[src/rtl/twin_dac_pkg.sv]
package twin_dac_pkg;
   // channel count is fixed by the control byte layout
   localparam int unsigned NUM_CH  = 2;
   // control byte field positions (software visible)
   localparam int unsigned CB_PD0   = 0;
   localparam int unsigned CB_SYNC  = 2;
   localparam int unsigned CB_CLR0  = 3;
   localparam int unsigned CB_RNG0  = 5;
   localparam int unsigned CB_MODE  = 7;
endpackage

[src/rtl/twin_dac_dec.sv]
module twin_dac_dec
   import twin_dac_pkg::*;
#(
   parameter int unsigned ADDR_W    = 8,
   parameter int unsigned CTRL_ADDR = 'hFD,
   parameter int unsigned DATA_BASE = 'hF9
) (
   input  logic              wr_en,
   input  logic [ADDR_W-1:0] addr,
   output logic              ctrl_sel,
   output logic              ctrl_we,
   output logic [NUM_CH-1:0] lo_sel,
   output logic [NUM_CH-1:0] hi_sel,
   output logic [NUM_CH-1:0] lo_we,
   output logic [NUM_CH-1:0] hi_we
);
   assign ctrl_sel = (addr == ADDR_W'(CTRL_ADDR));
   assign ctrl_we  = wr_en & ctrl_sel;

   for (genvar c = 0; c < NUM_CH; c++) begin : g_ch
      assign lo_sel[c] = (addr == ADDR_W'(DATA_BASE + 2*c));
      assign hi_sel[c] = (addr == ADDR_W'(DATA_BASE + 2*c + 1));
      assign lo_we[c]  = wr_en & lo_sel[c];
      assign hi_we[c]  = wr_en & hi_sel[c];
   end
endmodule

[src/rtl/twin_dac_chan.sv]
module twin_dac_chan #(
   parameter int unsigned BYTE_W = 8,
   parameter int unsigned CODE_W = 12
) (
   input  logic              clk,
   input  logic              rst_n,
   input  logic              lo_we,
   input  logic              hi_we,
   input  logic [BYTE_W-1:0] wdata,
   input  logic              now_en,
   input  logic              now_mode,
   input  logic              bulk_xfer,
   input  logic              bulk_mode,
   input  logic              pass_en,
   output logic [BYTE_W-1:0] lo_q,
   output logic [CODE_W-BYTE_W-1:0] hi_q,
   output logic [CODE_W-1:0] code_o
);
   localparam int unsigned HI_W = CODE_W - BYTE_W;

   logic [CODE_W-1:0] latch_q;
   logic [CODE_W-1:0] now_code;
   logic [CODE_W-1:0] bulk_code;

   // 8-bit mode puts the byte at the top of the code, filling the rest with zeros
   assign now_code  = now_mode  ? {wdata, {HI_W{1'b0}}} : {hi_q, wdata};
   assign bulk_code = bulk_mode ? {lo_q,  {HI_W{1'b0}}} : {hi_q, lo_q};

   always_ff @(posedge clk or negedge rst_n) begin
      if (!rst_n) begin
         lo_q    <= '0;
         hi_q    <= '0;
         latch_q <= '0;
      end else begin
         if (lo_we) lo_q <= wdata;
         if (hi_we) hi_q <= wdata[HI_W-1:0];
         if (lo_we && now_en)
            latch_q <= now_code;
         else if (bulk_xfer)
            latch_q <= bulk_code;
      end
   end

   // clear gates the driven value only; the latch keeps its content
   assign code_o = pass_en ? latch_q : '0;
endmodule

[src/rtl/twin_dac_regs.sv]
module twin_dac_regs
   import twin_dac_pkg::*;
#(
   parameter int unsigned ADDR_W     = 8,
   parameter int unsigned BYTE_W     = 8,
   parameter int unsigned CODE_W     = 12,
   parameter int unsigned CTRL_ADDR  = 'hFD,
   parameter int unsigned DATA_BASE  = 'hF9,
   parameter int unsigned CTRL_RESET = 'h04
) (
   input  logic              clk,
   input  logic              rst_n,
   input  logic              wr_en,
   input  logic [ADDR_W-1:0] addr,
   input  logic [BYTE_W-1:0] wdata,
   output logic [BYTE_W-1:0] rdata,
   output logic [CODE_W-1:0] code0_o,
   output logic [CODE_W-1:0] code1_o,
   output logic [1:0]        rng_o,
   output logic [1:0]        pwr_o,
   output logic [1:0]        pass_o
);
   localparam int unsigned HI_W = CODE_W - BYTE_W;

   if (HI_W < 1 || HI_W > BYTE_W) begin : g_bad_code_w
      $error("twin_dac_regs: CODE_W must exceed BYTE_W by 1..BYTE_W bits");
   end
   if (BYTE_W <= CB_MODE) begin : g_bad_byte_w
      $error("twin_dac_regs: BYTE_W too narrow for the control byte");
   end
   if (DATA_BASE + 2*NUM_CH > (1 << ADDR_W) || CTRL_ADDR >= (1 << ADDR_W)) begin : g_bad_addr
      $error("twin_dac_regs: register map does not fit ADDR_W");
   end

   logic              ctrl_sel, ctrl_we;
   logic [NUM_CH-1:0] lo_sel, hi_sel, lo_we, hi_we;
   logic [BYTE_W-1:0] ctrl_q;
   logic              bulk_xfer;
   logic [BYTE_W-1:0] lo_q   [NUM_CH];
   logic [HI_W-1:0]   hi_q   [NUM_CH];
   logic [CODE_W-1:0] code_w [NUM_CH];

   twin_dac_dec #(
      .ADDR_W    (ADDR_W),
      .CTRL_ADDR (CTRL_ADDR),
      .DATA_BASE (DATA_BASE)
   ) i_dec (
      .wr_en    (wr_en),
      .addr     (addr),
      .ctrl_sel (ctrl_sel),
      .ctrl_we  (ctrl_we),
      .lo_sel   (lo_sel),
      .hi_sel   (hi_sel),
      .lo_we    (lo_we),
      .hi_we    (hi_we)
   );

   always_ff @(posedge clk or negedge rst_n) begin
      if (!rst_n)       ctrl_q <= BYTE_W'(CTRL_RESET);
      else if (ctrl_we) ctrl_q <= wdata;
   end

   // only a 0 -> 1 edge of the sync field releases both buffers
   assign bulk_xfer = ctrl_we & wdata[CB_SYNC] & ~ctrl_q[CB_SYNC];

   for (genvar c = 0; c < NUM_CH; c++) begin : g_chan
      twin_dac_chan #(
         .BYTE_W (BYTE_W),
         .CODE_W (CODE_W)
      ) i_chan (
         .clk       (clk),
         .rst_n     (rst_n),
         .lo_we     (lo_we[c]),
         .hi_we     (hi_we[c]),
         .wdata     (wdata),
         .now_en    (ctrl_q[CB_SYNC]),
         .now_mode  (ctrl_q[CB_MODE]),
         .bulk_xfer (bulk_xfer),
         .bulk_mode (wdata[CB_MODE]),
         .pass_en   (ctrl_q[CB_CLR0 + c]),
         .lo_q      (lo_q[c]),
         .hi_q      (hi_q[c]),
         .code_o    (code_w[c])
      );
      assign rng_o[c]  = ctrl_q[CB_RNG0 + c];
      assign pwr_o[c]  = ctrl_q[CB_PD0 + c];
      assign pass_o[c] = ctrl_q[CB_CLR0 + c];
   end

   assign code0_o = code_w[0];
   assign code1_o = code_w[1];

   always_comb begin
      rdata = '0;
      if (ctrl_sel) rdata = ctrl_q;
      for (int c = 0; c < NUM_CH; c++) begin
         if (lo_sel[c]) rdata = lo_q[c];
         if (hi_sel[c]) rdata = BYTE_W'(hi_q[c]);
      end
   end
endmodule

[config.mk]
export PLATFORM = sky130hd
export DESIGN_NAME = twin_dac_regs
export DESIGN_NICKNAME = d
export VERILOG_FILES = /design/src/rtl/twin_dac_pkg.sv /design/src/rtl/twin_dac_dec.sv /design/src/rtl/twin_dac_chan.sv /design/src/rtl/twin_dac_regs.sv
export SDC_FILE = /design/constraint.sdc
export NUM_CORES = 1
export LEC_CHECK = 0
export BUFFER_PORTS_ARGS = -buffer_cell sky130_fd_sc_hd__buf_2
export CAP_MARGIN = 15
export CORE_MARGIN = 2
export CORE_UTILIZATION = 61
export CTS_CLUSTER_DIAMETER = 100
export DETAILED_ROUTE_END_ITERATION = 10
export GPL_ROUTABILITY_DRIVEN = 0
export PLACE_DENSITY_LB_ADDON = 0.1
export SKIP_CTS_REPAIR_TIMING = 1
export SLEW_MARGIN = 10
export SYNTH_ARGS = -nofsm -noshare
export SYNTH_HDL_FRONTEND = slang
export SYNTH_SLANG_ARGS = --single-unit
[constraint.sdc]
create_clock -name clk -period 3.82 [get_ports clk]
set_input_delay 0.382 -clock clk [delete_from_list [all_inputs] [get_ports clk]]
set_output_delay 0.382 -clock clk [all_outputs]
set_load 0.02 [all_outputs]
==> impl_metrics.yaml, run 1 <==
die:
  placementRows: 26
  dieArea_sq_um: 6047
  fp.dieW_microns: 77.77
  die_h_microns: 77.77
  pin_count: 57
  initial_core_util_pct: 64.18
  fp.coreArea_sq_um: 5172
placed_design:
  pre_cts_ws_ns: 1.263
  placed_cell_area_sq_um: 3543
  portBuffers: 56
  hpwl_microns: 5864
clock_network:
  numCtsBuffers: 5
  clock-root-buffer: "clkbuf_8"
  cts_tree: "done"
  clk_path_buf_depth: 2
  clk_pin_slew_ns: 0.10
  h-tree-depth: 2
  clock_latency_ns: 0.32
  clkSinkCount: 56
setup_path:
  r2r_start: "ctrl_q[7]"
  cp-start-kind: "primary input"
  criticalPathCategory: "primary input to primary output"
  reg2reg_depth: 4
  cp_data_arrival_time_ns: 2.03
  cp-end-kind: "primary output"
  crit_top_cell: "buf_2"
  path_cells: "buf_2 > nand4_1 > nor2_1 > a32oi_1 > nand2_1 > buf_2"
  cp_max_fo: 20
  crit_buf_inv: 2
  cp_slowest_cell: "nand4_1"
  r2r-end: "g_chan[0].i_chan.latch_q[8]"
  cp.required_ns: 3.44
  r2r_slack_ns: 1.87
  critical-path-top-delay-family: "simple AND/OR/NAND/NOR gates"
  max_stage_delay_ns: 0.64
layout:
  drive_gt1_share_pct: 33.52
  num-nets-final: 376
  layout-area-overhead-vs-synth_pct: 9.989
  nFillCells: 409
  antenna_cells: 0
  design_area_sq_um: 3651
sta:
  fin_crit_ns: 2.411
  min_period_over_period_pct: 63.12
  rsz0062_at_grt: "false"
  tightest_slew_ns: 0.9183
  hold_viol: 0
  setup_viol: 0
  slew_violations: 0
  slew_headroom_pct: 38.45
  clock.fmax_mhz: 414.7
  setup_tns_ns: 0
  setup_slack_ns: 1.409
  skew_ns: 0.01015
global_route:
  use_met1_pct: 39.68
  use_met3_pct: 5.930
  grt_pass1_wl_microns: 13680
  antenna_found_initial: 0
  grt_max_degree: 39
  use_met2_pct: 45.95
  overflow: 0
  grt_pass1_vias: 2653
  grt_use_total_pct: 29.64
  busiest_layer: "met2"
logic_synthesis:
  ys_top_cells_by_count: "dfrtp_1, mux2_2, nand2_1"
  synthCells: 316
  synth_seq_cells: 56
  synth_top_area_cell: "dfrtp_1"
  synth_top_cells_by_area: "dfrtp_1, mux2_2, and2_1, mux2_4, nand2_1"
  ys_dominant_reg_cell: "dfrtp_1"
  yosysSeqAreaShare_pct: 42.25
  ys_warn_count: 0
  async_reset_ff_share_pct: 100.0
  yosysMostFrequentCell: "dfrtp_1"
  netlist_area_sq_um: 3319
  synth_top_area_share_pct: 41.46
  synth_edf_count: 0
  syn-num-nets: 335
  syn_avg_cell_area_sq_um: 10.50
  ys_types: 48
detailed_routing:
  vias: 2627
  drc_errors: 0
  drt_wl_total_microns: 8258
  drt_iter0_drc: 161
  post_drt_wl_per_cell_microns: 19.29
  firstDrtPassIters: 4
  viasPerCell: 6.138
  ant_nets: 0
power:
  p_per_area_nw_per_um2: 316.1
  ir_drop_uv: 306.2
  p_leak_nw: 1.808
job:
  maxCapViolCount: 0
outcome:
  status: "completed"
hold_path:
  min_path_type: "primary input to async pin"
==> metrics by stage <==
stage,cells,power (W),util (%),hold WS [ns]
after floorplan,316,0.0007242,-,0.08641
after global placement,420,0.0007721,68.51,0.4754
after detailed placement,420,0.0007762,68.51,0.4684
after CTS,428,0.001157,70.59,0.1885
after global routing,428,0.001198,70.59,0.2255
final,428,0.001154,70.59,0.1549
==> how the worst max path moves through the flow <==
stage / from / endpoint / depth (start not counted) / slack [ns]
after floorplan: addr[0] / rdata[2] / 6 / 1.83
after global placement: addr[6] / g_chan[1].i_chan.latch_q[9] / 5 / 1.38
after detailed placement: addr[7] / g_chan[1].i_chan.latch_q[9] / 5 / 1.26
after CTS: addr[7] / rdata[7] / 6 / 1.47
after global routing: addr[7] / rdata[7] / 6 / 1.31
final: addr[7] / rdata[7] / 6 / 1.41
==> state kept, by name (all words and copies together), names as in the netlist <==
name,count
g_chan.i_chan.latch_q,24
g_chan.i_chan.lo_q,16
g_chan.i_chan.hi_q,8
ctrl_q,8
==> cell usage in the layout (no fill, tap or decap), types with 2 or more instances in the layout <==
cell type,count
nand2b_1,7
buf_4,2
clkbuf_8,5
o211ai_1,4
o22ai_1,9
a22oi_1,8
nand2_1,31
buf_2,56
a211oi_1,4
a32oi_1,5
nor2b_1,5
dfrtp_1,55
or3_1,4
o31ai_1,2
nor4_1,3
o21ai_1,3
mux2i_1,11
o21ai_0,3
nor3_1,9
mux2_4,8
and2_1,24
mux2_2,36
nand3b_1,7
a21oi_1,6
inv_1,3
a31oi_1,5
nor3_2,2
nand3_1,5
nor2_1,17
==> cell families after synthesis <==
kind of cell	after synthesis	share of synthesized area [%]
AO/OA/AOI/OAI	55	11.65
buffers and inverters	27	5.126
flip-flops	56	42.25
multiplexers	55	19.15
AND/OR/NAND/NOR	123	21.82
==> report_power, final <==
| part | total [W] | switching (W) | internal (W) |
|---|---|---|---|
| clock network | 0.000388 | 0.000193 | 0.000195 |
| registers | 0.000643 | 0.0000284 | 0.000615 |
| logic | 0.000123 | 0.0000702 | 0.0000528 |
==> layer usage <==
metal	share of wire [%]	vias up	routed length, microns
met1	42	1275	3471
met2	48	105	3995
met3	6.2	21	514
li1	-	1226	-
met5	0	-	0
met4	3.3	0	276
==> area by class of cell <==
type	count	area [sq um]	area share, %
well taps	70	87.58	2.399
inverters	3	11.26	0.3084
flip-flops and latches	56	1403	38.42
clock buffers	6	72.57	1.988
clock inverters	2	35.03	0.9596
multi-input cells	233	1747	47.84
repair buffers	58	295.3	8.088
No activity file was read; power rests on OpenSTA's default activity.
==> inputs of run 2 (changes only) <==
--- a/config.mk
+++ b/config.mk
@@ -5,10 +5,11 @@
 export SDC_FILE = /design/constraint.sdc
 export NUM_CORES = 1
 export LEC_CHECK = 0
+export ABC_AREA = 1
 export BUFFER_PORTS_ARGS = -buffer_cell sky130_fd_sc_hd__buf_2
 export CAP_MARGIN = 15
 export CORE_MARGIN = 2
-export CORE_UTILIZATION = 61
+export CORE_UTILIZATION = 51
 export CTS_CLUSTER_DIAMETER = 100
 export DETAILED_ROUTE_END_ITERATION = 10
 export GPL_ROUTABILITY_DRIVEN = 0
==> constraint.sdc (replaced) <==
create_clock -name clk -period 2.03 [get_ports clk]
set_input_delay 0.203 -clock clk [delete_from_list [all_inputs] [get_ports clk]]
set_output_delay 0.203 -clock clk [all_outputs]
set_load 0.02 [all_outputs]
==> impl_metrics.yaml, run 2 <==
sta:
  min_period_over_period_pct: 81.88
  setup_viol: 0
  slew_violations: 0
  holdWs_ns: 0.1417
  setup_tns_ns: 0
  clock.fmax_mhz: 601.6
  tightest_slew_ns: 0.4220
  hold_viol: 0
  slew_headroom_pct: 71.76
  rsz0062_at_grt: "false"
  fin_crit_ns: 1.662
  skew_ns: 0.009274
setup_path:
  cp-end-kind: "primary output"
  cp_max_fo: 15
  cp_slowest_cell: "dfrtp_1"
  critical-path-top-delay-family: "flip-flops"
  max_stage_delay_ns: 0.55
  criticalPathCategory: "flop to primary output"
  cp-start-kind: "flop"
  path_cells: "nand2_1 > o21ai_0 > nor2_1 > nand3_1 > buf_2"
  cp_data_arrival_time_ns: 1.46
  cp.required_ns: 1.83
  crit_buf_inv: 1
die:
  dieArea_sq_um: 7548
  pin_count: 57
  placementRows: 30
  fp.coreArea_sq_um: 6719
  initial_core_util_pct: 52.14
  fp.dieW_microns: 86.88
  die_h_microns: 86.88
clock_network:
  cts_tree: "done"
  clock-root-buffer: "clkbuf_8"
  clkSinkCount: 56
  clk_path_buf_depth: 2
  clock_latency_ns: 0.31
  numCtsBuffers: 5
  h-tree-depth: 2
  clk_pin_slew_ns: 0.10
detailed_routing:
  drc_errors: 0
  viasPerCell: 5.282
  ant_nets: 0
  vias: 3444
  post_drt_wl_per_cell_microns: 14.21
  drt_wl_total_microns: 9266
  firstDrtPassIters: 5
  drt_iter0_drc: 328
power:
  power_switching_share_pct: 29.83
  power.internal_w: 0.001510
  total_power_w: 0.002152
  ir_drop_uv: 348.0
  p_per_area_nw_per_um2: 549.6
  p_leak_nw: 2.315
  p_seq_share_pct: 56.1
  p_comb_share_pct: 15.1
  pwr-share-clk_pct: 28.8
  netSwitchingPower_w: 0.0006419
global_route:
  grt_pass1_vias: 3116
  grt_max_degree: 35
  grt_pass1_wl_microns: 15610
  overflow: 0
  grt_use_total_pct: 26.16
  antenna_found_initial: 0
layout:
  num-nets-final: 590
  design_area_sq_um: 3915
  antenna_cells: 0
  mostFrequentLayoutCell: "nand2_1"
  nFillCells: 666
  drive_gt1_share_pct: 15.73
  layout-area-overhead-vs-synth_pct: 11.75
  largest_reg_flops: 24
  reg_top3: "g_chan.i_chan.latch_q (24), g_chan.i_chan.lo_q (16)"
  top_register: "g_chan.i_chan.latch_q"
  fin_cells: 652
  layout_common_cells: "nand2_1, inv_1, o21ai_0"
logic_synthesis:
  yosysMostFrequentCell: "nand2_1"
  async_reset_ff_share_pct: 100.0
  netlist_area_sq_um: 3503
  ys_dominant_reg_cell: "dfrtp_1"
  synth_top_area_cell: "dfrtp_1"
  synth-xor-area-share_pct: 0
  synth_seq_cells: 56
  synth_top_area_share_pct: 39.29
  syn_avg_cell_area_sq_um: 6.686
  synth-simple-area-share_pct: 37.57
  synthMuxAreaShare_pct: 0
  syn-num-nets: 543
  ys_warn_count: 0
  synth_compound_area_share_pct: 10.29
  synth_edf_count: 0
  ys_top_cells_by_count: "nand2_1, inv_1, o21ai_0"
  synthCells: 524
  yosysSeqAreaShare_pct: 40.04
  ys_types: 24
  synth_top_family_by_area: "simple AND/OR/NAND/NOR gates"
  synth_top_cells_by_area: "dfrtp_1, nand2_1, o21ai_0, inv_1, nand4_1"
  yosys.area_share.adder_pct: 0
job:
  maxCapViolCount: 0
placed_design:
  placed_cells: 643
  placed_cell_area_sq_um: 3820
  portBuffers: 56
  hpwl_microns: 6999
outcome:
  status: "completed"
hold_path:
  min_path_type: "primary input to flop"
## run 2: power groups by stage
stage          registers [W]  clock network, W  logic (W)
6_report             0.00121          0.000620   0.000324
5_1_grt              0.00121          0.000681   0.000365
4_1_cts              0.00121          0.000636   0.000320
3_5_place_dp         0.00123                 0   0.000319
3_3_place_gp         0.00123                 0   0.000317
2_1_floorplan        0.00122                 0   0.000198
## run 2: kinds of logic (layout without fill, tap and decap cells)
| group | Yosys count | in the layout |
|---|---|---|
| AOI/OAI and AO/OA | 68 | 68 |
| buffers and inverters | 99 | 147 |
| and+or+nand+nor | 301 | 301 |
| DFF | 56 | 56 |
## run 2: final timing paths
check,from,to,slack (ns),depth (start not counted)
worst max-delay path,ctrl_q[3],rdata[3],0.37,5
min in group asynchronous,rst_n,g_chan[0].i_chan.latch_q[3],0.31,2
worst min-delay path,wdata[4],ctrl_q[4],0.14,3
worst min register to register,g_chan[0].i_chan.latch_q[11],g_chan[0].i_chan.latch_q[11],0.52,2
max in group asynchronous,rst_n,ctrl_q[2],1.08,3
worst max register to register,ctrl_q[2],g_chan[0].i_chan.latch_q[2],0.43,6
## run 2: worst reg2reg max path, cell delays in order (launching register included)
cell and delay [ns]:
dfstp_2 0.65, nand4_2 0.31, buf_4 0.31, nand2_1 0.07, nand2_1 0.05, nand2_1 0.06
nand2_1 0.05
## run 2: layer usage
metal,wire (microns),track usage [%],share of wire (%),up-vias
li1,-,-,-,1740
met3,558,3.981,6.0,22
met2,4198,40.60,45,118
met1,4332,38.58,47,1564
met4,176,6.250,1.9,0
met5,0,0,0,-
## run 2: area by class of cell
cell class                      instances  area, sq um  share of cell area, %
Clock inverter                          1        8.758                 0.2237
Clock buffer                            7        76.32                  1.950
Timing Repair Buffer                   71        395.4                  10.10
Multi-Input combinational cell        369         1677                  42.83
Tap cell                               80        100.1                  2.557
Inverter                               68        255.2                  6.520
Sequential cell                        56         1403                  35.83
## run 2: through the flow
stage               util (%)  setup WS [ns]
finish                 58.27         0.3678
global route           58.27         0.2008
CTS                    58.12         0.3473
detailed placement     56.85         0.3959
global placement       56.85         0.4313
floorplan                  -         0.3996
